File: src/rtl/bxw_pkg.sv
package bxw_pkg;

  localparam int N_REGIONS = 4;

  typedef enum logic [1:0] {
    RG_IO  = 2'd0,
    RG_EEP = 2'd1,
    RG_NVR = 2'd2,
    RG_EXT = 2'd3
  } region_e;

  // Half-open range test on a 16-bit address, 17-bit arithmetic so that a
  // region touching the top of memory does not wrap.
  function automatic logic in_span(input logic [15:0] a,
                                   input logic [16:0] base,
                                   input logic [16:0] size);
    logic [16:0] ext;
    ext = {1'b0, a};
    return (ext >= base) && (ext < (base + size));
  endfunction

endpackage

File: src/rtl/bxw_reloc_reg.sv
module bxw_reloc_reg #(
  parameter int          W         = 8,
  parameter logic [7:0]  RESET_VAL = 8'h01
) (
  input  logic         clk,
  input  logic         rst,
  input  logic         we,
  input  logic [W-1:0] wdata,
  output logic [W-1:0] q
);
  always_ff @(posedge clk) begin
    if (rst)     q <= W'(RESET_VAL);
    else if (we) q <= wdata;
  end
endmodule

File: src/rtl/bxw_window.sv
module bxw_window #(
  parameter int PA_W    = 24,
  parameter int PAGE_W  = 8,
  parameter int SHIFT_W = 5
) (
  input  logic [15:0]        addr,
  input  logic [PAGE_W-1:0]  page,
  input  logic [15:0]        win_start,
  input  logic [15:0]        win_end,
  input  logic [PA_W-1:0]    virt_base,
  input  logic [SHIFT_W-1:0] bank_shift,
  output logic               in_win,
  output logic [PA_W-1:0]    phys
);
  logic [15:0]     offset;
  logic [PA_W-1:0] page_term;
  logic [PA_W-1:0] mapped;

  always_comb begin
    in_win    = (addr >= win_start) && (addr < win_end);
    offset    = addr - win_start;
    page_term = PA_W'(page) << bank_shift;
    mapped    = PA_W'(offset) + page_term + virt_base;
    phys      = in_win ? mapped : PA_W'(addr);
  end
endmodule

File: src/rtl/bxw_region_decode.sv
module bxw_region_decode
  import bxw_pkg::*;
#(
  parameter bit          IO_WIDE  = 1'b0,
  parameter int          EEP_BASE = 'hF000,
  parameter int          EEP_SIZE = 2048,
  parameter int          NVR_SIZE = 256,
  parameter int          EXT_BASE = 'h0000,
  parameter int          EXT_SIZE = 'h8000
) (
  input  logic [15:0]          addr,
  input  logic [7:0]           reloc,
  output logic [N_REGIONS-1:0] sel,
  output logic                 none
);
  localparam int IO_SPAN = IO_WIDE ? 1024 : 64;
  localparam int IO_AW   = $clog2(IO_SPAN);

  logic [15:0]          io_base;
  logic [15:0]          nvr_base;
  logic [N_REGIONS-1:0] hit;

  assign io_base  = {reloc[3:0], 12'h000};
  assign nvr_base = {4'h0, reloc[7:4], 8'h00};

  // I/O block is 4K aligned, so a compare of the bits above the span suffices.
  generate
    if (IO_WIDE) begin : g_io_wide
      assign hit[RG_IO] = (addr[15:IO_AW] == io_base[15:IO_AW]);
    end else begin : g_io_narrow
      assign hit[RG_IO] = (addr[15:IO_AW] == io_base[15:IO_AW]);
    end
  endgenerate

  assign hit[RG_EEP] = in_span(addr, 17'(EEP_BASE), 17'(EEP_SIZE));
  assign hit[RG_NVR] = in_span(addr, {1'b0, nvr_base}, 17'(NVR_SIZE));
  assign hit[RG_EXT] = in_span(addr, 17'(EXT_BASE), 17'(EXT_SIZE));

  // Lowest index wins.
  always_comb begin
    logic claimed;
    claimed = 1'b0;
    sel     = '0;
    for (int i = 0; i < N_REGIONS; i++) begin
      sel[i]  = hit[i] & ~claimed;
      claimed = claimed | hit[i];
    end
    none = ~claimed;
  end
endmodule

File: src/rtl/banked_window_xlate.sv
module banked_window_xlate
  import bxw_pkg::*;
#(
  parameter int         PA_W      = 24,
  parameter int         PAGE_W    = 8,
  parameter int         SHIFT_W   = 5,
  parameter bit         IO_WIDE   = 1'b0,
  parameter int         EEP_BASE  = 'hF000,
  parameter int         EEP_SIZE  = 2048,
  parameter int         NVR_SIZE  = 256,
  parameter int         EXT_BASE  = 'h0000,
  parameter int         EXT_SIZE  = 'h8000,
  parameter logic [7:0] RELOC_RST = 8'h01
) (
  input  logic               clk,
  input  logic               rst,
  input  logic               reloc_we,
  input  logic [7:0]         reloc_wdata,
  input  logic               req_valid,
  input  logic [15:0]        log_addr,
  input  logic [PAGE_W-1:0]  page,
  input  logic [15:0]        win_start,
  input  logic [15:0]        win_end,
  input  logic [PA_W-1:0]    virt_base,
  input  logic [SHIFT_W-1:0] bank_shift,
  output logic [PA_W-1:0]    phys_addr,
  output logic [3:0]         region_sel,
  output logic               miss,
  output logic               out_valid
);
  logic [7:0]           reloc_q;
  logic                 in_win;
  logic [PA_W-1:0]      phys_c;
  logic [N_REGIONS-1:0] sel_c;
  logic                 none_c;

  bxw_reloc_reg #(.W(8), .RESET_VAL(RELOC_RST)) u_reloc (
    .clk(clk), .rst(rst), .we(reloc_we), .wdata(reloc_wdata), .q(reloc_q)
  );

  bxw_window #(.PA_W(PA_W), .PAGE_W(PAGE_W), .SHIFT_W(SHIFT_W)) u_win (
    .addr(log_addr), .page(page), .win_start(win_start), .win_end(win_end),
    .virt_base(virt_base), .bank_shift(bank_shift),
    .in_win(in_win), .phys(phys_c)
  );

  bxw_region_decode #(
    .IO_WIDE(IO_WIDE), .EEP_BASE(EEP_BASE), .EEP_SIZE(EEP_SIZE),
    .NVR_SIZE(NVR_SIZE), .EXT_BASE(EXT_BASE), .EXT_SIZE(EXT_SIZE)
  ) u_dec (
    .addr(log_addr), .reloc(reloc_q), .sel(sel_c), .none(none_c)
  );

  always_ff @(posedge clk) begin
    if (rst) begin
      phys_addr  <= '0;
      region_sel <= '0;
      miss       <= 1'b0;
      out_valid  <= 1'b0;
    end else begin
      out_valid <= req_valid;
      miss      <= req_valid & none_c;
      if (req_valid) begin
        phys_addr  <= phys_c;
        region_sel <= sel_c;
      end
    end
  end

  logic unused_ok;
  assign unused_ok = in_win;
endmodule

File: config.mk
export PLATFORM = sky130hd
export DESIGN_NAME = banked_window_xlate
export DESIGN_NICKNAME = d
export VERILOG_FILES = /design/src/rtl/bxw_pkg.sv /design/src/rtl/bxw_reloc_reg.sv /design/src/rtl/bxw_window.sv /design/src/rtl/bxw_region_decode.sv /design/src/rtl/banked_window_xlate.sv
export SDC_FILE = /design/constraint.sdc
export NUM_CORES = 1
export LEC_CHECK = 0
export BUFFER_PORTS_ARGS = -buffer_cell sky130_fd_sc_hd__buf_2
export CAP_MARGIN = 20
export CORE_MARGIN = 4
export CORE_UTILIZATION = 35
export DETAILED_ROUTE_END_ITERATION = 10
export HOLD_SLACK_MARGIN = 0.12
export PLACE_DENSITY = 0.54
export SKIP_CTS_REPAIR_TIMING = 1
export SKIP_LAST_GASP = 1
export SLEW_MARGIN = 5
export SYNTH_ARGS = -nofsm -noshare
export SYNTH_HDL_FRONTEND = slang
export SYNTH_HIERARCHICAL = 1
export SYNTH_SLANG_ARGS = --single-unit
File: constraint.sdc
create_clock -name clk -period 10.3 [get_ports clk]
set_input_delay 1.545 -clock clk [delete_from_list [all_inputs] [get_ports clk]]
set_output_delay 1.545 -clock clk [all_outputs]
set_load 0.02 [all_outputs]
* Yosys cells after proc, flatten, opt, wreduce, memory -nomap -nowiden
Index checks and enable logic that the tools add are counted.
** Storage, ports and cells
- Register bits :: 38
- Output and inout port bits :: 30
- Word-level logic and storage cells :: 33
** Cells by class
- Add/subtract/negate cells :: 4
- $lt $le $gt $ge :: 7
- Eq/ne operators :: 1
- Shift-type cells :: 1
- Multiplexer cells :: 1
- Bitwise gates (word level) :: 11
- Reductions and logical operators :: 3
** Operators with widths (number)
- < comparator 16 bit (second input constant) :: 2
- adder 16 x 24 -> 24 bit :: 1
- adder 24 bit :: 1
- 2-to-1 mux 24 bit :: 1
- << shifter 8 x 5 -> 24 bit :: 1
- < comparator 16 x 17 -> 1 bit :: 1
- greater-or-equal comparator 16 x 12 -> 1 bit :: 1
- greater-or-equal comparator 16 bit :: 1
- greater-or-equal comparator 16 bit (second input constant) :: 1
- < comparator 16 bit :: 1
- subtractor 16 bit :: 1
- adder 12 x 9 -> 13 bit (second input constant) :: 1
- equality test 10 bit :: 1
- bitwise AND 1 bit :: 4
- inverter 1 bit :: 4
- logical AND 1 bit :: 3
- bitwise OR 1 bit :: 3

* Longest topological paths before layout
Gate-level depths: netlist (run 1).
- Depth in word-level cells :: 7
- Gate-level depth with buffers :: 22

* Cells and area by module
The synthesis (run 1) kept the hierarchy.
** Modules (own cells, without submodules)
- bxw_window :: times used 1, cells an instance 542, area an instance 3842.4 µm², seq. area each 0.0 µm²
- banked_window_xlate :: times used 1, cells an instance 94, area an instance 1053.5 µm², seq. area each 600.6 µm²
- bxw_region_decode :: times used 1, cells an instance 51, area an instance 390.4 µm², seq. area each 0.0 µm²
- bxw_reloc_reg :: times used 1, cells an instance 26, area an instance 290.3 µm², seq. area each 160.2 µm²

* Worst setup path after synthesis (run 1)
No wires, ideal clock.
- Path kind :: input-to-reg
- Start point :: input port log_addr[0]
- End point :: register phys_addr[23]
- Setup time :: 64 ps
- Arrival :: 5536 ps
- Required time :: 10236 ps
- Slack :: 4700 ps
- Stages :: 22
- Cells stage by stage :: inv_1 -> ha_1 -> fa_1 -> nor2b_1 -> o211ai_1 -> a211oi_1 -> nor2_1 -> o21ai_0 -> xnor2_1 -> fa_1 -> inv_1 -> ha_1 -> clkbuf_1 -> a21o_1 -> a21o_1 -> a21o_1 -> a221oi_1 -> nand3_1 -> o22ai_1 -> mux2i_1 -> mux2i_1 -> nor2_1
** Between the ends
- Word-level cells in the longest chain between the ends :: 4
** RTL lines
- start: declaration :: RTL line banked_window_xlate.sv:20 : input logic [15:0] log_addr,
- subtractor 16 bit :: RTL line bxw_window.sv:21 : offset = addr - win_start;
- adder 16 x 24 -> 24 bit :: RTL line bxw_window.sv:23 : mapped = PA_W'(offset) + page_term + virt_base;
- adder 24 bit :: RTL line bxw_window.sv:23
- 2-to-1 mux 24 bit (*) :: RTL line bxw_window.sv:24 : phys = in_win ? mapped : PA_W'(addr);
- named net phys_c[23] :: RTL line banked_window_xlate.sv:33 : logic [PA_W-1:0] phys_c;
- end signal: assignment :: RTL line banked_window_xlate.sv:64 : phys_addr <= phys_c;
- end: declaration :: RTL line banked_window_xlate.sv:26 : output logic [PA_W-1:0] phys_addr,
The timed path passes the listed nets; every way through them passes the cells marked *.
A chain may end at the register's enable or synchronous reset.

* Worst setup path in the final report (run 1)
Same ends and word-level chain as after synthesis.

==> key figures, run 1 <==
Status
  • Status: completed

Logic synthesis
  • Syn nets: 899
  • Most frequent cells after synthesis: inv_1, ha_1, nor2_1
  • Mapped cell area: 5577 sq um
  • Post-Syn Area per Cell: 7.821 sq um
  • Netlist cell types: 64
  • Async S/R FF share, synth: 0%
  • Count leader, synth: inv_1
  • Synth area leader: ha_1
  • FF+latch count, synth: 38
  • Yosys warns: 6
  • Post-Syn Instances: 713
  • Largest cells by area after synthesis: ha_1, dfxtp_1, mux2i_1, inv_1, fa_1
  • Top_reg_cell synth: dfxtp_1
  • Post-synth top area share: 15.93%
  • Post-synth EDFFs: 0
  • Post-synthesis sequential area ratio: 13.64%

Global routing
  • First-pass GRT wire length: 25160 um
  • Gr usage total: 17.14%
  • Number of global-route vias before repair: 5007
  • Total gr overflow: 0
  • Maximum number of pins on one net before global-route repair: 38
  • Initial antenna violation count: 2

Cells and area
  • Nets: 1011
  • Final Core Density: 42.15%
  • Non-Filler Instances: 1037
  • Area growth syn-to-layout: 16.60%
  • # diodes: 0
  • Layout cell share with drive strength beyond 1: 19.98%
  • Final Cell Area: 6502 sq um

Placed design
  • Gpl congestion: 0.8523
  • Post-DP HPWL: 13020 um
  • # port buffers: 126
  • Cell count after placement: 1028
  • Cell Area, Placed: 6336 sq um

Floorplan
  • DIE AREA: 18020 sq um
  • # IOs: 127
  • Site Rows: 45
  • Die X: 134.2 um
  • Initial Utilization: 36.15%
  • Die height: 134.2 um
  • Core area: 15430 sq um

STA
  • Setup_tns: 0 ns
  • Final hold violations: 0
  • Final setup vio count: 0
  • Skew final: 0.005046 ns
  • Fin. max-slew vios: 0
  • Worst slew margin: 40.22%
  • RSZ-0062 raised after global routing: no
  • Final Critical Period: 5.842 ns
  • Tcrit/Tclk final: 56.72%
  • Worst-Margin Slew: 0.8967 ns
  • Max Freq: 0.1712 GHz

Drt
  • Average via count per standard cell: 4.926
  • Metal3 WL: 736 um
  • DR pass1 iterations: 4
  • WL met2: 6730 um
  • DR DRC count: 0
  • Vias: 5108
  • Post-Route M1 WL: 7721 um
  • Max layer used: met5
  • Routed WL: 15420 um
  • Detail Route Antenna Nets: 0
  • Mean routed wirelength per cell: 14.87 um
  • DRT iter0 DRCs: 223

Worst setup path
  • CP cell instances: buf_2, inv_1, ha_1, fa_1, nor2b_1, o211ai_1, a211oi_1, nor2_1, o21ai_0, xnor2_1, fa_1, inv_1, ha_1, a21o_1, a21o_1, a21o_1, a221oi_1, nand3_1, o22ai_1, mux2i_1, mux2i_1, nor2_1
  • Crit path launch type: primary input
  • CP max stage delay: 0.50 ns
  • Worst path most repeated cell: a21o_1
  • Crit path depth: 22
  • Worst path top cell family by delay: compound AO/OA/AOI/OAI gates
  • CP endpoint kind: register
  • Worst r2r src: u_reloc/q[7]
  • Largest driver fanout on the critical path: 7
  • Critical path arrival: 6.06 ns
  • R2R Setup Slk: 8.22 ns
  • Crit path buf inv count: 3
  • Crit path to: phys_addr[23]
  • FF-to-FF End: region_sel[2]
  • Max stage delay cell, worst path: fa_1
  • R2R depth: 8
  • WP data required: 10.52 ns
  • CP startpoint: log_addr[0]
  • Worst Path Class, Setup: in2reg

CTS
  • Clock Latency Late Sink: 0.29 ns
  • Clock net sink count: 38
  • CTS root buf: clkbuf_16
  • CTS buffer count: 5
  • Clock Pin Slew Worst Setup and Hold Paths: 0.06 ns
  • TritonCTS clock tree: yes
  • Max clock buf depth: 2
  • Max H-tree Level: 2

Hold path
  • HP Class: reg2reg
  • Hold_sp: phys_addr[15]
  • Hold-critical path depth: 2

Pwr
  • Pwr Density: 127.2 nW/um^2
  • P_leak: 3.383 nW
  • Total Power: 0.8272 mW
  • Peak VDD IR: 66.72 uV

Run
  • Max Cap Viol: 0
==> placed cells by master (no fill, tap or decap), drive strengths merged, types with 14 or more instances in the layout <==
master and count:
a21oi 37, mux2i 44, dfxtp 38, nand2b 19, a21o 15, ha 71
inv 106, nor2b 18, xnor2 19, nand2 35, nor2 64, buf 127
o21ai 27, fa 18, nand3 14, mux2 22
==> cell type report <==
| cell class | count | area [sq um] |
|---|---|---|
| repair buffers | 127 | 645.6 |
| multi-input cells | 546 | 4278 |
| clock inverters | 2 | 12.51 |
| fillers | 1661 | 8925 |
| well taps | 211 | 264.0 |
| flip-flops and latches | 38 | 760.7 |
| inverters | 107 | 402.9 |
| clock buffers | 6 | 138.9 |
==> per-layer routing <==
metal / vias up / global-route usage (%)
met5: - / 0
met4: 4 / 3.790
met3: 16 / 2.813
met2: 122 / 27.26
met1: 2266 / 24.40
li1: 2700 / -
==> metrics by stage <==
step | hold slack, ns | setup slack, ns
4_1_cts | 0.4980 | 4.441
3_5_place_dp | 0.4817 | 4.154
2_1_floorplan | 0.4819 | 4.700
6_report | 0.4900 | 4.458
3_3_place_gp | 0.4695 | 4.280
5_1_grt | 0.5252 | 4.066
==> state kept, by name (all words and copies together) (netlist names) <==
signal,cells
miss,1
out_valid,1
u_reloc/q,8
region_sel,4
phys_addr,24
==> worst register-to-register path, cell delays in order, from the launching register on <==
cell	delay, ns
dfxtp_1	0.36
inv_1	0.08
ha_1	0.32
nor4bb_1	0.36
nand3_1	0.15
and3_1	0.24
nor4_1	0.25
mux2i_1	0.11
nor2_1	0.12
==> report_power, final <==
group / leakage [nW] / internal, mW / switching (mW)
clock: 0.0729 / 0.0958 / 0.0623
sequential: 0.312 / 0.159 / 0.00658
combinational: 3.00 / 0.212 / 0.292
==> kinds of logic (layout without fill, tap and decap cells) <==
| kind of cell | Yosys count | in the layout | share of synthesized area [%] |
|---|---|---|---|
| and+or+nand+nor | 209 | 209 | 19.27 |
| adders and majority gates | 89 | 89 | 22.39 |
| xor gates and xnor gates | 32 | 32 | 5.026 |
| DFF | 38 | 38 | 13.64 |
| AOI/OAI and AO/OA | 150 | 150 | 17.68 |
| buffers and inverters | 129 | 242 | 9.647 |
| muxes | 66 | 66 | 12.34 |
==> worst min path at each step <==
stage	to	slack (ns)
final	phys_addr[15]	0.49
after detailed placement	phys_addr[8]	0.48
after global placement	region_sel[0]	0.47
after global routing	phys_addr[15]	0.53
after CTS	phys_addr[2]	0.50
after floorplan	u_reloc/q[1]	0.48
(Power assumes the default switching activity.)
==> inputs of run 2 (changes only) <==
--- a/config.mk
+++ b/config.mk
@@ -11,7 +11,7 @@
 export CORE_UTILIZATION = 35
 export DETAILED_ROUTE_END_ITERATION = 10
 export HOLD_SLACK_MARGIN = 0.12
-export PLACE_DENSITY = 0.54
+export PLACE_DENSITY = 0.56
 export SKIP_CTS_REPAIR_TIMING = 1
 export SKIP_LAST_GASP = 1
 export SLEW_MARGIN = 5
==> constraint.sdc (replaced) <==
create_clock -name clk -period 4.9 [get_ports clk]
set_input_delay 0.735 -clock clk [delete_from_list [all_inputs] [get_ports clk]]
set_output_delay 0.735 -clock clk [all_outputs]
set_load 0.02 [all_outputs]
==> key figures, run 2 (synthesized netlist as in run 1, its figures left out) <==
Cells and area
  • Top Registers: phys_addr: 24 flops, u_reloc/q: 8 flops, region_sel: 4 flops
  • Fill cell count: 1673
  • Max FFs per register: 24
  • Commonest non-fill, non-tap cell in the layout: buf_2
  • Most frequent cells in the layout: buf_2, inv_1, ha_1, nor2_1, buf_4
  • # diodes: 0
  • Area growth syn-to-layout: 24.30%
  • Layout cell share with drive strength beyond 1: 25.72%
  • Biggest register: phys_addr
  • Non-Filler Instances: 1082
  • Nets: 1056

Drt
  • Detail Route Antenna Nets: 0
  • DR DRC count: 0
  • Vias: 5306
  • DRT iter0 DRCs: 194
  • DR pass1 iterations: 5
  • Routed WL: 15910 um
  • Average via count per standard cell: 4.904
  • Mean routed wirelength per cell: 14.70 um

Global routing
  • First-pass GRT wire length: 25350 um
  • Maximum number of pins on one net before global-route repair: 38
  • Gr usage total: 17.30%
  • Number of global-route vias before repair: 5181
  • Initial antenna violation count: 1
  • Total gr overflow: 0

CTS
  • Clock net sink count: 38
  • Max clock buf depth: 2
  • Clock Pin Slew Worst Setup and Hold Paths: 0.06 ns
  • Max H-tree Level: 2
  • Clock Latency Late Sink: 0.29 ns
  • CTS root buf: clkbuf_16
  • TritonCTS clock tree: yes
  • CTS buffer count: 5

Pwr
  • Clock power share: 19.4%
  • P_leak: 3.633 nW
  • Sequential power share: 17.9%
  • Switching power total: 0.8005 mW
  • Sw frac: 41.35%
  • Pwr Density: 279.3 nW/um^2
  • Peak VDD IR: 144.9 uV
  • P_int: 1.135 mW
  • Logic pwr share: 62.7%

STA
  • Worst-Margin Slew: 0.8626 ns
  • WHS: 0.4874 ns
  • Final Critical Period: 4.664 ns
  • Fin. max-slew vios: 0
  • Worst slew margin: 42.49%
  • Max Freq: 0.2144 GHz
  • Final hold violations: 0
  • Final setup vio count: 0
  • Tcrit/Tclk final: 95.19%
  • Skew final: 0.004280 ns

Worst setup path
  • WP data required: 5.05 ns
  • CP endpoint kind: register
  • Critical path arrival: 4.81 ns
  • Worst Path Class, Setup: in2reg
  • Crit path launch type: primary input
  • Largest driver fanout on the critical path: 3

Floorplan
  • Initial Utilization: 36.15%
  • Die X: 134.2 um
  • DIE AREA: 18020 sq um
  • # IOs: 127
  • Die height: 134.2 um
  • Core area: 15430 sq um
  • Site Rows: 45

Placed design
  • Cell count after placement: 1073
  • Post-DP HPWL: 13580 um
  • Gpl congestion: 0.8788
  • # port buffers: 126

Status
  • Status: completed

Run
  • Max Cap Viol: 0

Hold path
  • HP Class: reg2reg
## run 2: cell types whose count changed in the layout (fill, tap and decap cells not counted), moves of 2 or more
cell,change
a21oi_1,-2
a21oi_2,+2
a311oi_1,-2
a311oi_2,+2
buf_4,+46
o21ai_0,-4
o21ai_1,+3
## run 2: final timing paths
| check | from | end | slack (ns) | cells past startpoint |
|---|---|---|---|---|
| hold / removal | phys_addr[2] | phys_addr[2] | 0.49 | 2 |
| hold reg to reg | phys_addr[2] | phys_addr[2] | 0.49 | 2 |
| setup / recovery | log_addr[0] | phys_addr[22] | 0.24 | 24 |
| setup reg to reg | u_reloc/q[7] | region_sel[2] | 2.89 | 8 |
## run 2: area by class of cell
type / instances / area, sq um / share of cell area [%]
timing repair buffer: 172 / 975.9 / 14.08
clock buffer: 5 / 125.1 / 1.805
tap: 211 / 264.0 / 3.809
clock inverter: 3 / 45.04 / 0.6498
inverter: 107 / 402.9 / 5.812
multi-input combinational: 546 / 4358 / 62.87
sequential: 38 / 760.7 / 10.97
## run 2: critical path, cell delays in order
cell	delay, ns
buf_2	0.12
inv_1	0.07
ha_1	0.20
fa_2	0.36
nor2b_2	0.14
o211ai_1	0.16
a211oi_2	0.32
buf_4	0.15
buf_4	0.09
o21ai_0	0.07
nand2b_1	0.09
xnor2_1	0.10
fa_1	0.51
inv_1	0.04
ha_1	0.31
nand4_1	0.12
o221ai_1	0.22
a21oi_2	0.07
o21ai_1	0.20
buf_4	0.15
nor3_1	0.04
o31a_1	0.32
mux2i_1	0.15
nor2_1	0.05
## run 2: metal layers
layer | global-route usage (%) | part of all wire, % | wire length (um) | vias up
li1 | - | - | - | 2786
met1 | 24.30 | 49 | 7868 | 2362
met2 | 27.68 | 44 | 6962 | 137
met3 | 2.701 | 5.0 | 801 | 19
met4 | 4.525 | 1.6 | 261 | 2
met5 | 0 | 0.075 | 12 | -
## run 2: metrics by stage
stage / worst slack (ns) / setup TNS [ns] / util [%] / area, sq um / power, mW
after floorplan: 0.1097 / 0 / - / 5577 / 1.133
after global placement: -0.2538 / -1.357 / 43.26 / 6674 / 1.538
after detailed placement: -0.3026 / -1.787 / 43.26 / 6674 / 1.539
after CTS: -0.009805 / -0.01371 / 44.36 / 6844 / 1.926
after global routing: -0.04405 / -0.09305 / 44.93 / 6932 / 2.104
final: 0.2357 / 0 / 44.93 / 6932 / 1.936
## run 2: power groups by stage
stage	registers [mW]	clock network [mW]	logic, mW
2_1_floorplan	0.378	0	0.755
3_3_place_gp	0.354	0	1.18
3_5_place_dp	0.354	0	1.18
4_1_cts	0.347	0.385	1.19
5_1_grt	0.350	0.398	1.36
6_report	0.347	0.376	1.21
==> inputs of run 3 (changes only) <==
--- a/config.mk
+++ b/config.mk
@@ -7,11 +7,10 @@
 export LEC_CHECK = 0
 export BUFFER_PORTS_ARGS = -buffer_cell sky130_fd_sc_hd__buf_2
 export CAP_MARGIN = 20
-export CORE_MARGIN = 4
+export CORE_MARGIN = 5
 export CORE_UTILIZATION = 35
 export DETAILED_ROUTE_END_ITERATION = 10
 export HOLD_SLACK_MARGIN = 0.12
-export PLACE_DENSITY = 0.56
 export SKIP_CTS_REPAIR_TIMING = 1
 export SKIP_LAST_GASP = 1
 export SLEW_MARGIN = 5
==> key figures, run 3 (synthesized netlist as in run 1, its figures left out) <==
Drt
  • Mean routed wirelength per cell: 14.39 um
  • Detail Route Antenna Nets: 0
  • Routed WL: 15510 um
  • Average via count per standard cell: 4.915
  • DR pass1 iterations: 5
  • Vias: 5298
  • DRT iter0 DRCs: 259
  • DR DRC count: 0

Pwr
  • Switching power total: 0.7855 mW
  • P_leak: 3.591 nW
  • Total Power: 1.904 mW
  • Pwr Density: 277.7 nW/um^2
  • Clock power share: 19.7%
  • Peak VDD IR: 155.9 uV
  • Logic pwr share: 62.1%
  • P_int: 1.119 mW
  • Sw frac: 41.25%
  • Sequential power share: 18.2%

Cells and area
  • Nets: 1047
  • Biggest register: phys_addr
  • Area growth syn-to-layout: 22.98%
  • # diodes: 0
  • Top Registers: phys_addr: 24 flops, u_reloc/q: 8 flops, region_sel: 4 flops
  • Most frequent cells in the layout: buf_2, inv_1, ha_1, nor2_1, mux2i_1
  • Layout cell share with drive strength beyond 1: 24.94%
  • Non-Filler Instances: 1078
  • Commonest non-fill, non-tap cell in the layout: buf_2
  • Max FFs per register: 24

STA
  • Max Freq: 0.2192 GHz
  • Final setup vio count: 0
  • Final setup margin: 0.3382 ns
  • Worst-Margin Slew: 0.8621 ns
  • Final hold violations: 0
  • Fin. max-slew vios: 0
  • WHS: 0.4860 ns
  • Final Critical Period: 4.562 ns
  • Tcrit/Tclk final: 93.10%
  • Worst slew margin: 42.52%
  • Skew final: 0.002223 ns

CTS
  • CTS buffer count: 5
  • Clock Latency Late Sink: 0.28 ns
  • Max H-tree Level: 2
  • TritonCTS clock tree: yes
  • Clock Pin Slew Worst Setup and Hold Paths: 0.06 ns
  • Clock net sink count: 38
  • Max clock buf depth: 2
  • CTS root buf: clkbuf_16

Worst setup path
  • R2R Setup Slk: 2.89 ns
  • Crit path launch type: primary input
  • Largest driver fanout on the critical path: 4
  • CP endpoint kind: register
  • Worst Path Class, Setup: in2reg
  • WP data required: 5.05 ns
  • Critical path arrival: 4.71 ns

Floorplan
  • DIE AREA: 18560 sq um
  • Site Rows: 46
  • Initial Utilization: 35.36%
  • Die height: 136.2 um
  • Core area: 15770 sq um
  • # IOs: 127
  • Die X: 136.2 um

Global routing
  • First-pass GRT wire length: 24870 um
  • Gr usage total: 16.59%
  • Number of global-route vias before repair: 5022
  • Maximum number of pins on one net before global-route repair: 38
  • Initial antenna violation count: 0
  • Total gr overflow: 0

Placed design
  • Gpl congestion: 0.8658
  • Pre-CTS setup slack: -0.2016 ns
  • Post-DP HPWL: 13320 um
  • Cell count after placement: 1070
  • # port buffers: 126

Status
  • Status: completed

Hold path
  • HP Class: reg2reg

Run
  • Max Cap Viol: 0
[run 3: changes by cell type in the layout (fill, tap and decap cells not counted), sizes merged]
cell and change:
buf -9
[run 3: per-layer routing]
metal	GRT usage, %	routed length (um)
met3	3.072	977
met2	25.87	6879
met5	0	0
met1	23.92	7488
met4	3.303	161
[run 3: path summary, 6_finish.rpt]
path / start / cells after the start / to
worst max-delay path: log_addr[0] / 22 / phys_addr[21]
worst min-delay path: phys_addr[11] / 2 / phys_addr[11]
worst max register to register: u_reloc/q[4] / 9 / region_sel[3]
worst min register to register: phys_addr[11] / 2 / phys_addr[11]
[run 3: through the flow]
stage	utilization, %	setup TNS (ns)	area (sq um)
2_1_floorplan	-	0	5577
3_3_place_gp	41.98	-0.5450	6620
3_5_place_dp	41.98	-0.9664	6620
4_1_cts	43.06	0	6790
5_1_grt	43.49	-0.03120	6858
6_report	43.49	0	6858
[run 3: worst max-delay path, cell delays in order]
cell and delay, ns:
buf_2 0.11, inv_1 0.07, ha_1 0.19, fa_2 0.35, nor2b_2 0.12, o211ai_1 0.13
a21oi_1 0.16, a21oi_1 0.11, o21ai_0 0.22, xnor2_1 0.15, fa_1 0.53, inv_1 0.04
ha_1 0.32, and3_1 0.21, o211ai_1 0.10, a21oi_1 0.29, nor3_2 0.09, a21oi_1 0.26
a41oi_2 0.17, mux2i_1 0.15, mux2i_1 0.13, nor2_1 0.05
[run 3: cell type report]
cell class | instances | area (sq um)
Inverter | 107 | 402.9
Sequential cell | 38 | 760.7
Tap cell | 216 | 270.3
Multi-Input combinational cell | 546 | 4345
Clock inverter | 3 | 45.04
Timing Repair Buffer | 163 | 908.4
Fill cell | 1691 | 8912
Clock buffer | 5 | 125.1
[run 3: power groups by stage]
stage,clock [mW],combinational (mW),sequential [mW]
after floorplan,0,0.755,0.378
after global placement,0,1.16,0.354
after detailed placement,0,1.16,0.354
after CTS,0.383,1.17,0.348
after global routing,0.399,1.32,0.350
final,0.374,1.18,0.347
